## config.mk

```make
export PLATFORM = sky130hd
export DESIGN_NAME = vbc_top
export DESIGN_NICKNAME = d
export VERILOG_FILES = /design/src/rtl/vbc_pkg.sv /design/src/rtl/vbc_tick.sv /design/src/rtl/vbc_i2c_wr.sv /design/src/rtl/vbc_top.sv
export SDC_FILE = /design/constraint.sdc
export NUM_CORES = 1
export LEC_CHECK = 0
export BUFFER_PORTS_ARGS = -buffer_cell sky130_fd_sc_hd__buf_2
export CAP_MARGIN = 20
export CORE_UTILIZATION = 49
export CTS_BUF_LIST = sky130_fd_sc_hd__clkbuf_4 sky130_fd_sc_hd__clkbuf_8 sky130_fd_sc_hd__clkbuf_16
export DETAILED_ROUTE_END_ITERATION = 6
export GPL_ROUTABILITY_DRIVEN = 0
export PLACE_DENSITY = 0.8
export SLEW_MARGIN = 40
export SYNTH_ARGS = -nofsm -noshare
export SYNTH_HDL_FRONTEND = slang
export SYNTH_SLANG_ARGS = --single-unit
```

## constraint.sdc

```tcl
create_clock -name clk -period 4.95 [get_ports clk]
set_input_delay 0.495 -clock clk [delete_from_list [all_inputs] [get_ports clk]]
set_output_delay 0.495 -clock clk [all_outputs]
set_load 0.01 [all_outputs]
```

## src/rtl/vbc_pkg.sv

```systemverilog
package vbc_pkg;

  typedef enum logic [1:0] {PH_IDLE, PH_START, PH_BIT, PH_STOP} ph_t;

  typedef enum logic [1:0] {SQ_BOOT_GO, SQ_BOOT_WAIT, SQ_IDLE, SQ_BUSY} sq_t;

  localparam int BOOT_LEN = 5;

  // {register, value} of each boot write; order is the play order
  function automatic logic [15:0] boot_entry(input int idx);
    case (idx)
      0:       return 16'h49C0;
      1:       return 16'h2109;
      2:       return 16'h3308;
      3:       return 16'h3416;
      default: return 16'h3660;
    endcase
  endfunction

endpackage

```

## src/rtl/vbc_tick.sv

```systemverilog
module vbc_tick #(
  parameter int unsigned QTR_CYC = 250
) (
  input  logic clk,
  input  logic rst_n,
  output logic tick
);
  localparam int CW = (QTR_CYC > 1) ? $clog2(QTR_CYC) : 1;

  logic [CW-1:0] cnt;

  always_ff @(posedge clk or negedge rst_n) begin
    if (!rst_n) begin
      cnt  <= '0;
      tick <= 1'b0;
    end else if (cnt == CW'(QTR_CYC - 1)) begin
      cnt  <= '0;
      tick <= 1'b1;
    end else begin
      cnt  <= cnt + 1'b1;
      tick <= 1'b0;
    end
  end

  generate
    if (QTR_CYC > 1) begin : g_chk
      // quarter ticks never come back to back
      p_tick_spaced_r9: assert property (@(posedge clk) disable iff (!rst_n)
        tick |=> !tick);
    end
  endgenerate

endmodule

```

## src/rtl/vbc_i2c_wr.sv

```systemverilog
module vbc_i2c_wr
  import vbc_pkg::*;
#(
  parameter int unsigned NBYTES = 3
) (
  input  logic                clk,
  input  logic                rst_n,
  input  logic                tick,
  input  logic                go,
  input  logic [8*NBYTES-1:0] frame,
  input  logic                sda_in,
  output logic                busy,
  output logic                done,
  output logic                nack,
  output logic                scl_hi,
  output logic                sda_hi
);
  localparam int SW  = 8 * NBYTES;
  localparam int BCW = (NBYTES > 1) ? $clog2(NBYTES) : 1;

  ph_t            ph;
  logic [1:0]     q;
  logic [3:0]     bitn;
  logic [BCW-1:0] bcnt;
  logic [SW-1:0]  sh;

  always_ff @(posedge clk or negedge rst_n) begin
    if (!rst_n) begin
      ph     <= PH_IDLE;
      q      <= '0;
      bitn   <= '0;
      bcnt   <= '0;
      sh     <= '0;
      scl_hi <= 1'b1;
      sda_hi <= 1'b1;
      done   <= 1'b0;
      nack   <= 1'b0;
    end else begin
      done <= 1'b0;
      case (ph)
        PH_IDLE: if (go) begin
          sh   <= frame;
          ph   <= PH_START;
          q    <= '0;
          bitn <= '0;
          bcnt <= '0;
          nack <= 1'b0;
        end
        PH_START: if (tick) begin
          q <= q + 1'b1;
          if (q == 2'd0) sda_hi <= 1'b0;
          if (q == 2'd2) scl_hi <= 1'b0;
          if (q == 2'd3) ph <= PH_BIT;
        end
        PH_BIT: if (tick) begin
          q <= q + 1'b1;
          case (q)
            2'd0: sda_hi <= (bitn == 4'd8) ? 1'b1 : sh[SW-1];
            2'd1: scl_hi <= 1'b1;
            2'd2: ;
            default: begin
              scl_hi <= 1'b0;
              if (bitn != 4'd8) begin
                sh   <= {sh[SW-2:0], 1'b0};
                bitn <= bitn + 1'b1;
              end else begin
                bitn <= '0;
                if (sda_in) begin
                  nack <= 1'b1;
                  ph   <= PH_STOP;
                end else if (bcnt == BCW'(NBYTES - 1)) begin
                  ph <= PH_STOP;
                end else begin
                  bcnt <= bcnt + 1'b1;
                end
              end
            end
          endcase
        end
        default: if (tick) begin
          q <= q + 1'b1;
          case (q)
            2'd0: sda_hi <= 1'b0;
            2'd1: scl_hi <= 1'b1;
            2'd2: sda_hi <= 1'b1;
            default: begin
              done <= 1'b1;
              ph   <= PH_IDLE;
            end
          endcase
        end
      endcase
    end
  end

  assign busy = (ph != PH_IDLE);

  // inside a byte the data line holds while the clock is high
  p_sda_hold_high_r5: assert property (@(posedge clk) disable iff (!rst_n)
    (ph == PH_BIT && scl_hi && $past(scl_hi)) |-> $stable(sda_hi));
  // an idle engine leaves both lines released
  p_idle_release_r1: assert property (@(posedge clk) disable iff (!rst_n)
    (ph == PH_IDLE) |-> (scl_hi && sda_hi));
  // completion is a single-cycle pulse
  p_done_pulse_r6: assert property (@(posedge clk) disable iff (!rst_n)
    done |=> !done);
  // a new write is only launched into an idle engine
  p_go_when_idle_r6: assert property (@(posedge clk) disable iff (!rst_n)
    go |-> (ph == PH_IDLE));

endmodule

```

## src/rtl/vbc_top.sv

```systemverilog
module vbc_top
  import vbc_pkg::*;
#(
  parameter logic [6:0]  DEV_ADDR = 7'h76,
  parameter int unsigned QTR_CYC  = 250
) (
  input  logic       clk,
  input  logic       rst_n,
  input  logic       cmd_valid,
  output logic       cmd_ready,
  input  logic [7:0] cmd_reg,
  input  logic [7:0] cmd_data,
  output logic       cmd_done,
  output logic       ack_err,
  output logic       dn_rst_n,
  output logic       scl_o,
  output logic       scl_t,
  output logic       sda_o,
  output logic       sda_t,
  input  logic       sda_i
);
  localparam int BIW = $clog2(BOOT_LEN);

  sq_t            sq;
  logic [BIW-1:0] bidx;
  logic           tick, go, eng_busy, eng_done, eng_nack, scl_hi, sda_hi;
  logic [23:0]    frame;
  logic [15:0]    entry;

  vbc_tick #(.QTR_CYC(QTR_CYC)) u_tick (
    .clk  (clk),
    .rst_n(rst_n),
    .tick (tick)
  );

  always_comb begin
    cmd_ready = (sq == SQ_IDLE);
    go        = (sq == SQ_BOOT_GO) || (cmd_valid && cmd_ready);
    entry     = boot_entry(int'(bidx));
    frame     = (sq == SQ_BOOT_GO) ? {DEV_ADDR, 1'b0, entry}
                                   : {DEV_ADDR, 1'b0, cmd_reg, cmd_data};
  end

  vbc_i2c_wr #(.NBYTES(3)) u_eng (
    .clk   (clk),
    .rst_n (rst_n),
    .tick  (tick),
    .go    (go),
    .frame (frame),
    .sda_in(sda_i),
    .busy  (eng_busy),
    .done  (eng_done),
    .nack  (eng_nack),
    .scl_hi(scl_hi),
    .sda_hi(sda_hi)
  );

  always_ff @(posedge clk or negedge rst_n) begin
    if (!rst_n) begin
      sq       <= SQ_BOOT_GO;
      bidx     <= '0;
      dn_rst_n <= 1'b0;
      cmd_done <= 1'b0;
      ack_err  <= 1'b0;
    end else begin
      cmd_done <= (sq == SQ_BUSY) && eng_done;
      if (eng_done && eng_nack) ack_err <= 1'b1;
      case (sq)
        SQ_BOOT_GO:   sq <= SQ_BOOT_WAIT;
        SQ_BOOT_WAIT: if (eng_done) begin
          if (bidx == BIW'(BOOT_LEN - 1)) begin
            sq       <= SQ_IDLE;
            dn_rst_n <= 1'b1;
          end else begin
            bidx <= bidx + 1'b1;
            sq   <= SQ_BOOT_GO;
          end
        end
        SQ_IDLE: if (cmd_valid) sq <= SQ_BUSY;
        default: if (eng_done) sq <= SQ_IDLE;
      endcase
    end
  end

  assign scl_o = 1'b0;
  assign sda_o = 1'b0;
  assign scl_t = scl_hi;
  assign sda_t = sda_hi;

  // the error flag never clears outside reset
  p_err_sticky_r8: assert property (@(posedge clk) disable iff (!rst_n)
    ack_err |=> ack_err);
  // downstream release follows a finished engine transfer
  p_release_after_write_r3: assert property (@(posedge clk) disable iff (!rst_n)
    $rose(dn_rst_n) |-> $past(eng_done));
  // no command is accepted while the engine is still working
  p_accept_idle_r6: assert property (@(posedge clk) disable iff (!rst_n)
    (cmd_valid && cmd_ready) |-> !eng_busy);

endmodule

```

==> run summary, run 1 <==
==================================================================================================
Run status ..........................................................................    completed
Clock Root Buffer ...................................................................     clkbuf_8
Area of the die .....................................................................     6670 um2
Fin. Hold Viols .....................................................................            0
Leakage power of the design .........................................................      1.40 nW
Die Y-Extent ........................................................................      81.7 um
Final count of negative-setup-slack endpoints .......................................            0
Num Clock Sinks .....................................................................           55
Layout Skew .........................................................................   0.00754 ns
Cells resized by post-CTS repair ....................................................            0
Tcrit/Tclk final ....................................................................        0.486
Drt first-iter violations ...........................................................          165
Dominant register cell in the synthesized netlist ...................................      dfrtp_1
# fillers ...........................................................................          538
Post-layout min period ..............................................................      2.41 ns
Post-detailed-route count of antenna-violating nets .................................            0
Via count of the first global-routing pass ..........................................         2290
Register-to-register setup slack ....................................................      2.54 ns
Power, Total ........................................................................   0.000725 W
Area used by multi-input combinational logic ........................................     1590 um2
Maximum achievable frequency ........................................................    0.416 GHz
Global-route wire length before repair ..............................................     10400 um
Nets ................................................................................          368
Storage element area ................................................................     1380 um2
CTS tree ............................................................................          yes
Detailed-route DRC error count ......................................................            0
Count of inserted antenna diode cells ...............................................            0
Routed length per placed instance ...................................................      14.9 um
Count of flip-flops with a built-in enable after synthesis ..........................            0
Starting Density ....................................................................        0.516
Required time of the critical path ..................................................      5.16 ns
Synthesized instance count ..........................................................          311
RSZ-0062 raised after global routing ................................................           no
Buffers added on ports ..............................................................           25
Via count ...........................................................................         2322
Total wirelength of the detailed-routed design ......................................      6050 um
Latest clock arrival within the worst-skew pair .....................................      0.32 ns
Measured slew at the worst slew-check pin ...........................................     0.680 ns
Drt pass-1 iters ....................................................................            5
Hold buffer count at CTS ............................................................            0
Peak fanout along the critical path .................................................           39
Setup Buffers After CTS .............................................................            0
Detailed Place HPWL .................................................................      4280 um
CP startpoint kind ..................................................................    flip-flop
Post-synthesis instance area ........................................................     3110 um2
IO Pins .............................................................................           28
GRT Total Usage .....................................................................        0.205
Async S/R FF share, synth ...........................................................         1.00
Crit path kind ......................................................................   reg -> reg
Endpoint class of the critical path .................................................    flip-flop
Horizontal die dimension ............................................................      81.7 um
Largest net degree at the start of global routing ...................................           56
Share of final-layout standard cells stronger than drive strength 1 .................        0.187
Power density over the cells ........................................................   217 nW/um2
Register bit count reported by yosys ................................................           55
Number of max-capacitance violations reported .......................................            0
DR vias/cell ........................................................................         5.72
Placeable core area .................................................................     6030 um2
Worst voltage drop across the vdd grid ..............................................     0.141 mV
Number of buffers on the longest clock path .........................................            2
Final max-slew violation count ......................................................            0
Path type of the worst min-delay path ...............................................  in -> async
Count of unique library cells instantiated by Yosys .................................           58
Proportion of synthesized chip area in sequential cells .............................        0.443
Htree depth .........................................................................            2
Mean cell area of the mapped netlist ................................................     10.0 um2
Grt total ovfl ......................................................................            0
Synthesis-to-finish area growth .....................................................        7.40%
Number of antenna violations at the first check in global routing ...................            0
Relative max-transition margin ......................................................        0.547
Rows ................................................................................           28
Yosys warning count .................................................................            0
Crit path arrival time ..............................................................      2.61 ns
Summed negative setup slack over all endpoints ......................................         0 ns
Clock transition time at the flip-flop clock pins of the worst setup and hold paths .      0.10 ns
Clock buffer count from CTS .........................................................            5
==================================================================================================
[logic make-up (layout without fill, tap and decap cells)]
logic type | Yosys count | in the layout | share of synthesized area
flops | 55 | 55 | 0.443
simple gates | 100 | 100 | 0.168
mux | 19 | 19 | 0.0732
compound gates | 86 | 86 | 0.185
buf+inv | 28 | 47 | 0.0455
xor+xnor | 4 | 4 | 0.0113
fa+ha+maj | 18 | 18 | 0.0724
other cells | 1 | 2 | 0.00121
[power breakdown]
| part | internal (W) | switching (W) | total (W) |
|---|---|---|---|
| registers | 0.000449 | 0 | 0.000449 |
| clock network | 0.0000988 | 0.000152 | 0.000251 |
| logic | 0.00000938 | 0.0000161 | 0.0000255 |
| total | 0.000557 | 0.000168 | 0.000725 |
[path summary, 6_finish.rpt]
check / startpoint / endpoint / depth (start not counted)
min in group clk: ack_err / ack_err / 1
worst max register to register: u_eng.ph[0] / u_eng.sh[7] / 7
worst min-delay path: rst_n / bidx[0] / 2
max in group asynchronous: rst_n / u_eng.ph[0] / 2
worst max-delay path: u_eng.ph[0] / u_eng.sh[7] / 7
worst min register to register: ack_err / ack_err / 1
[Yosys cell counts (7+ instances only)]
cell,n,area share
mux2_2,10,0.036
o21ai_0,25,0.040
nor2_1,23,0.028
nor3_1,7,0.011
inv_1,12,0.014
nand2_1,31,0.037
o31ai_1,7,0.017
a21oi_1,19,0.031
nand3_1,7,0.011
dfrtp_1,53,0.43
ha_1,18,0.072
[per-stage QoR]
step | hold WS (ns) | setup WS [ns] | std cells | util | cell area [um2]
2_1_floorplan | 0.199 | 3.06 | 312 | - | 3110
3_3_place_gp | 0.440 | 2.62 | 398 | 0.539 | 3250
3_5_place_dp | 0.453 | 2.57 | 398 | 0.539 | 3250
4_1_cts | 0.328 | 2.55 | 406 | 0.554 | 3340
5_1_grt | 0.382 | 2.37 | 406 | 0.554 | 3340
6_report | 0.283 | 2.54 | 406 | 0.554 | 3340
[routing by layer]
metal | GRT usage | part of all wire | vias to the layer above
li1 | - | - | 1143
met1 | 0.254 | 0.47 | 1110
met2 | 0.347 | 0.47 | 60
met3 | 0.0411 | 0.042 | 9
met4 | 0.0860 | 0.013 | 0
met5 | 0 | 0 | -
[state kept, by name (all words and copies together), names as in the netlist]
signal	count
u_eng.nack	1
u_eng.sh	24
u_tick.tick	1
u_eng.scl_hi	1
ack_err	1
u_eng.ph	2
u_eng.bcnt	2
u_eng.q	2
u_tick.cnt	8
u_eng.done	1
sq	2
bidx	3
u_eng.bitn	4
cmd_done	1
dn_rst_n	1
u_eng.sda_hi	1
[critical path, stage by stage (launching register included)]
cell	delay [ns]
dfrtp_1	0.41
inv_1	0.10
ha_1	0.15
buf_4	0.33
and3_4	0.31
nand2_4	0.06
a21oi_4	0.52
mux2_2	0.41
[placed cells by master (no fill, tap or decap), drive strengths merged, types with 5 or more instances in the layout]
master	count
a21oi	20
buf	27
clkbuf	5
dfrtp	53
ha	18
inv	12
mux2	15
nand2	32
nand3	7
nor2	24
nor2b	5
nor3	7
o21ai	26
o22a	5
o31ai	7
[cell type report]
type,count,share of cell area
sequential,55,0.413
clock buffer,5,0.0206
tap,75,0.0281
clock inverter,3,0.00599
timing repair buffer,27,0.0420
inverter,12,0.0135
multi-input combinational,229,0.477
No activity file was read; power rests on OpenSTA's default activity.
==> run 2, diff against run 1 <==
Settings changed: ABC_AREA from default to 1, PLACE_DENSITY 0.8 to 0.83.
Clock period 4.95 ns to 1.95 ns, I/O delays scaled along.
==> run 2 against run 1 <==
Worst setup slack worse by 2.3 ns. Fmax up 40%. Clock power rose to 2.5 times the previous value. Synthesized area down 4.7%. Critical endpoint is now u_eng.sh[12]. Largest cell class unchanged.
==> run summary, run 2 <==
==================================================================================================
Run status ..........................................................................    completed   unchanged
Register bank with the most flops ...................................................     u_eng.sh   unchanged
Placeable core area .................................................................     5680 um2   was 6030 um2
Crit-path slowest cell ..............................................................      dfrtp_1   was a21oi_4
Num Clock Sinks .....................................................................           55   unchanged
Cell type with the largest total area after synthesis ...............................      dfrtp_1   unchanged
Via count of the first global-routing pass ..........................................         2397   was 2290
Worst r2r path cells ................................................................            8   was 7
Crit path kind ......................................................................   reg -> reg   unchanged
Rows ................................................................................           27   was 28
Mean cell area of the mapped netlist ................................................     7.66 um2   was 10.0 um2
Flip-flop count of the largest register, all copies and words added .................           24   unchanged
GRT Total Usage .....................................................................        0.213   was 0.205
Yosys warning count .................................................................            0   unchanged
Delay of the slowest critical-path stage ............................................      0.43 ns   was 0.52 ns
Worst slack at placement ............................................................    0.0931 ns   was 2.57 ns
Clock transition time at the flip-flop clock pins of the worst setup and hold paths .      0.10 ns   about the same
Clock Root Buffer ...................................................................     clkbuf_8   unchanged
Largest cells by area after synthesis ............................................... dfrtp_1 45%, nand2_1 16%, ha_1 7.6%   was dfrtp_1 43%, ha_1 7.2%, o21ai_0 4.0%
Final worst-path setup slack ........................................................     0.225 ns   was 2.54 ns
Proportion of synthesized chip area in sequential cells .............................        0.465   was 0.443
Most frequent cells in the layout ................................................... 124 x nand2_1, 53 x dfrtp_1, 48 x nor2_1, 38 x inv_1, 25 x buf_2   was 53 x dfrtp_1, 31 x nand2_1, 25 x o21ai_0, 25 x buf_2, 23 x nor2_1
Routed length per placed instance ...................................................      12.2 um   was 14.9 um
Crit path arrival time ..............................................................      1.98 ns   was 2.61 ns
Synthesized instance count ..........................................................          387   was 311
Series of cell instances along the critical path .................................... inv_1 > ha_1 > inv_2 > nand2_1 > nand3_1 > nor2_2 > nand3_1 > nand2_1   was inv_1 > ha_1 > buf_4 > and3_4 > nand2_4 > a21oi_4 > mux2_2
Count of inserted antenna diode cells ...............................................            0   unchanged
Summed negative setup slack over all endpoints ......................................         0 ns   unchanged
Most common cell after layout, fill and taps aside ..................................      nand2_1   was dfrtp_1
Yosys top cell area share ...........................................................        0.448   was 0.427
Latest clock arrival within the worst-skew pair .....................................      0.32 ns   about the same
Largest regs ........................................................................ u_eng.sh (24), u_tick.cnt (8), u_eng.bitn (4)   unchanged
Detailed-route DRC error count ......................................................            0   unchanged
Count of unique library cells instantiated by Yosys .................................           28   was 58
Async S/R FF share, synth ...........................................................         1.00   unchanged
Drt pass-1 iters ....................................................................            4   was 5
WHS Endpoint ........................................................................   u_eng.nack
Power share of the sequential group .................................................        0.615   was 0.619
Endpoint class of the critical path .................................................    flip-flop   unchanged
Cells after DPL .....................................................................          481   was 398
Peak fanout along the critical path .................................................           11   was 39
IO Pins .............................................................................           28   unchanged
Cell Int Power ......................................................................    0.00142 W   was 0.000557 W
Worst r2r src .......................................................................  u_eng.ph[0]   unchanged
Worst hold path cell count ..........................................................            3
Number of standard cells in the final layout excluding fillers ......................          490   was 406
Dominant register cell in the synthesized netlist ...................................      dfrtp_1   unchanged
Share of power burned in the clock network ..........................................        0.344   was 0.346
Layout Skew .........................................................................   0.00826 ns   was 0.00754 ns
Global-route wire length before repair ..............................................     10600 um   was 10400 um
Sw power ............................................................................   0.000432 W   was 0.000168 W
Worst Hold Slack ....................................................................     0.163 ns   was 0.283 ns
Starting Density ....................................................................        0.522   was 0.516
Fin. Hold Viols .....................................................................            0   unchanged
Required time of the critical path ..................................................      2.21 ns   was 5.16 ns
Share of final-layout standard cells stronger than drive strength 1 .................        0.120   was 0.187
Register-to-register setup slack ....................................................      0.23 ns   was 2.54 ns
Die Y-Extent ........................................................................      79.8 um   was 81.7 um
RSZ-0062 raised after global routing ................................................           no   unchanged
Tcrit/Tclk final ....................................................................        0.884   was 0.486
Number of buffers on the longest clock path .........................................            2   unchanged
Power density over the cells ........................................................   563 nW/um2   was 217 nW/um2
Grt total ovfl ......................................................................            0   unchanged
# fillers ...........................................................................          527   was 538
Largest net degree at the start of global routing ...................................           34   was 56
Sw Ratio ............................................................................        0.233   was 0.231
Most frequent cell after synthesis ..................................................      nand2_1   was dfrtp_1
Number of antenna violations at the first check in global routing ...................            0   unchanged
Count of flip-flops with a built-in enable after synthesis ..........................            0   unchanged
Worst voltage drop across the vdd grid ..............................................     0.330 mV   was 0.141 mV
Horizontal die dimension ............................................................      79.8 um   was 81.7 um
Nets ................................................................................          455   was 368
Final max-slew violation count ......................................................            0   unchanged
Clock buffer count from CTS .........................................................            5   unchanged
Synthesis-to-finish area growth .....................................................        11.1%   was 7.40%
Htree depth .........................................................................            2   unchanged
Post-detailed-route count of antenna-violating nets .................................            0   unchanged
Part of the total power dissipated in combinational logic ...........................        0.040   was 0.035
Total wirelength of the detailed-routed design ......................................      5980 um   was 6050 um
Drt first-iter violations ...........................................................          147   was 165
Startpoint of the tightest hold check path ..........................................        sda_i
Reg-to-reg endpoint ................................................................. u_eng.sh[12]   was u_eng.sh[7]
Post-synthesis instance area ........................................................     2960 um2   was 3110 um2
Maximum achievable frequency ........................................................    0.580 GHz   was 0.416 GHz
Leakage power of the design .........................................................      1.79 nW   was 1.40 nW
Detailed Place HPWL .................................................................      4420 um   was 4280 um
Area of the die .....................................................................     6360 um2   was 6670 um2
CP startpoint kind ..................................................................    flip-flop   unchanged
Buffers added on ports ..............................................................           25   unchanged
Via count ...........................................................................         2471   was 2322
Final count of negative-setup-slack endpoints .......................................            0   unchanged
Post-layout min period ..............................................................      1.72 ns   was 2.41 ns
Number of max-capacitance violations reported .......................................            0   unchanged
Power, Total ........................................................................    0.00185 W   was 0.000725 W
CTS tree ............................................................................          yes   unchanged
Most used standard cells in the synthesized netlist ................................. 124 x nand2_1, 53 x dfrtp_1, 49 x nor2_1   was 53 x dfrtp_1, 31 x nand2_1, 25 x o21ai_0
Setup Buffers After CTS .............................................................            0   unchanged
Path type of the worst min-delay path ...............................................    in -> reg   was in -> async
DR vias/cell ........................................................................         5.04   was 5.72
Register bit count reported by yosys ................................................           55   unchanged
==================================================================================================
[run 2: cell count changes in the layout (fill, tap and decap cells not counted), sizes merged, moves of 5 or more]
cell	before	now
mux2	15	0
nor2	24	49
o31ai	7	0
a21oi	20	9
nor2b	5	0
o21ai	26	35
buf	27	32
nand2	32	124
inv	12	39
o22a	5	0
nand3	7	20
[run 2: power by group through the flow]
stage               logic (W)  registers (W)  clock network [W]
floorplan           0.0000279        0.00116                  0
global placement    0.0000746        0.00116                  0
detailed placement  0.0000751        0.00116                  0
CTS                 0.0000771        0.00114           0.000668
global route        0.0000877        0.00114           0.000704
finish              0.0000750        0.00114           0.000637
[run 2: per-layer routing]
layer	vias to the layer above	global-route usage	part of all wire	wire, um
met2	60	0.356	0.48	2870
met4	0	0.0821	0.016	97
li1	1275	-	-	-
met1	1127	0.278	0.46	2740
met3	9	0.0320	0.045	271
met5	-	0	0	0
[run 2: cells by family after synthesis]
group | after synthesis | synth area share
compound gates | 52 | 0.0929
xor+xnor | 3 | 0.00887
fa+ha+maj | 18 | 0.0760
buf+inv | 50 | 0.0688
flops | 55 | 0.465
mux | 1 | 0.00338
other cells | 1 | 0.00127
simple gates | 207 | 0.283
[run 2: repair_timing]
item,4_1_cts,5_1_grt
resized for setup,0,1
hold buffers,1,0
endpoints found under the hold margin,18,0
setup endpoints to repair,0,9
[run 2: how the worst max path moves through the flow]
stage | start | to | slack (ns) | cells after the start
3_5_place_dp | u_eng.ph[0] | u_eng.sh[12] | 0.09 | 8
4_1_cts | u_eng.ph[0] | u_eng.sh[12] | 0.07 | 8
5_1_grt | u_eng.ph[0] | u_eng.sh[16] | 0.05 | 7
2_1_floorplan | u_eng.ph[0] | u_eng.sh[4] | 0.47 | 8
6_report | u_eng.ph[0] | u_eng.sh[12] | 0.23 | 8
3_3_place_gp | u_eng.ph[0] | u_eng.sh[13] | 0.22 | 8
[run 2: through the flow]
stage          area (um2)   util
2_1_floorplan        2970      -
3_3_place_gp         3190  0.562
3_5_place_dp         3190  0.562
4_1_cts              3290  0.579
5_1_grt              3290  0.580
6_report             3290  0.580
[run 2: final cells by class]
cell class / instances / area (um2) / area share
timing repair buffer: 33 / 200 / 0.0608
multi-input combinational: 283 / 1390 / 0.421
sequential: 55 / 1380 / 0.419
clock inverter: 3 / 20.0 / 0.00608
tap: 72 / 90.1 / 0.0274
inverter: 39 / 146 / 0.0445
clock buffer: 5 / 68.8 / 0.0209
[run 2: worst max-delay path: cells and delay by family, from the launching register on]
family                   cells  cell delay (ns)
AND/OR/NAND/NOR              5             0.82
flip-flops                   1             0.43
adder cells (fa/ha/maj)      1             0.26
buffers and inverters        2             0.16
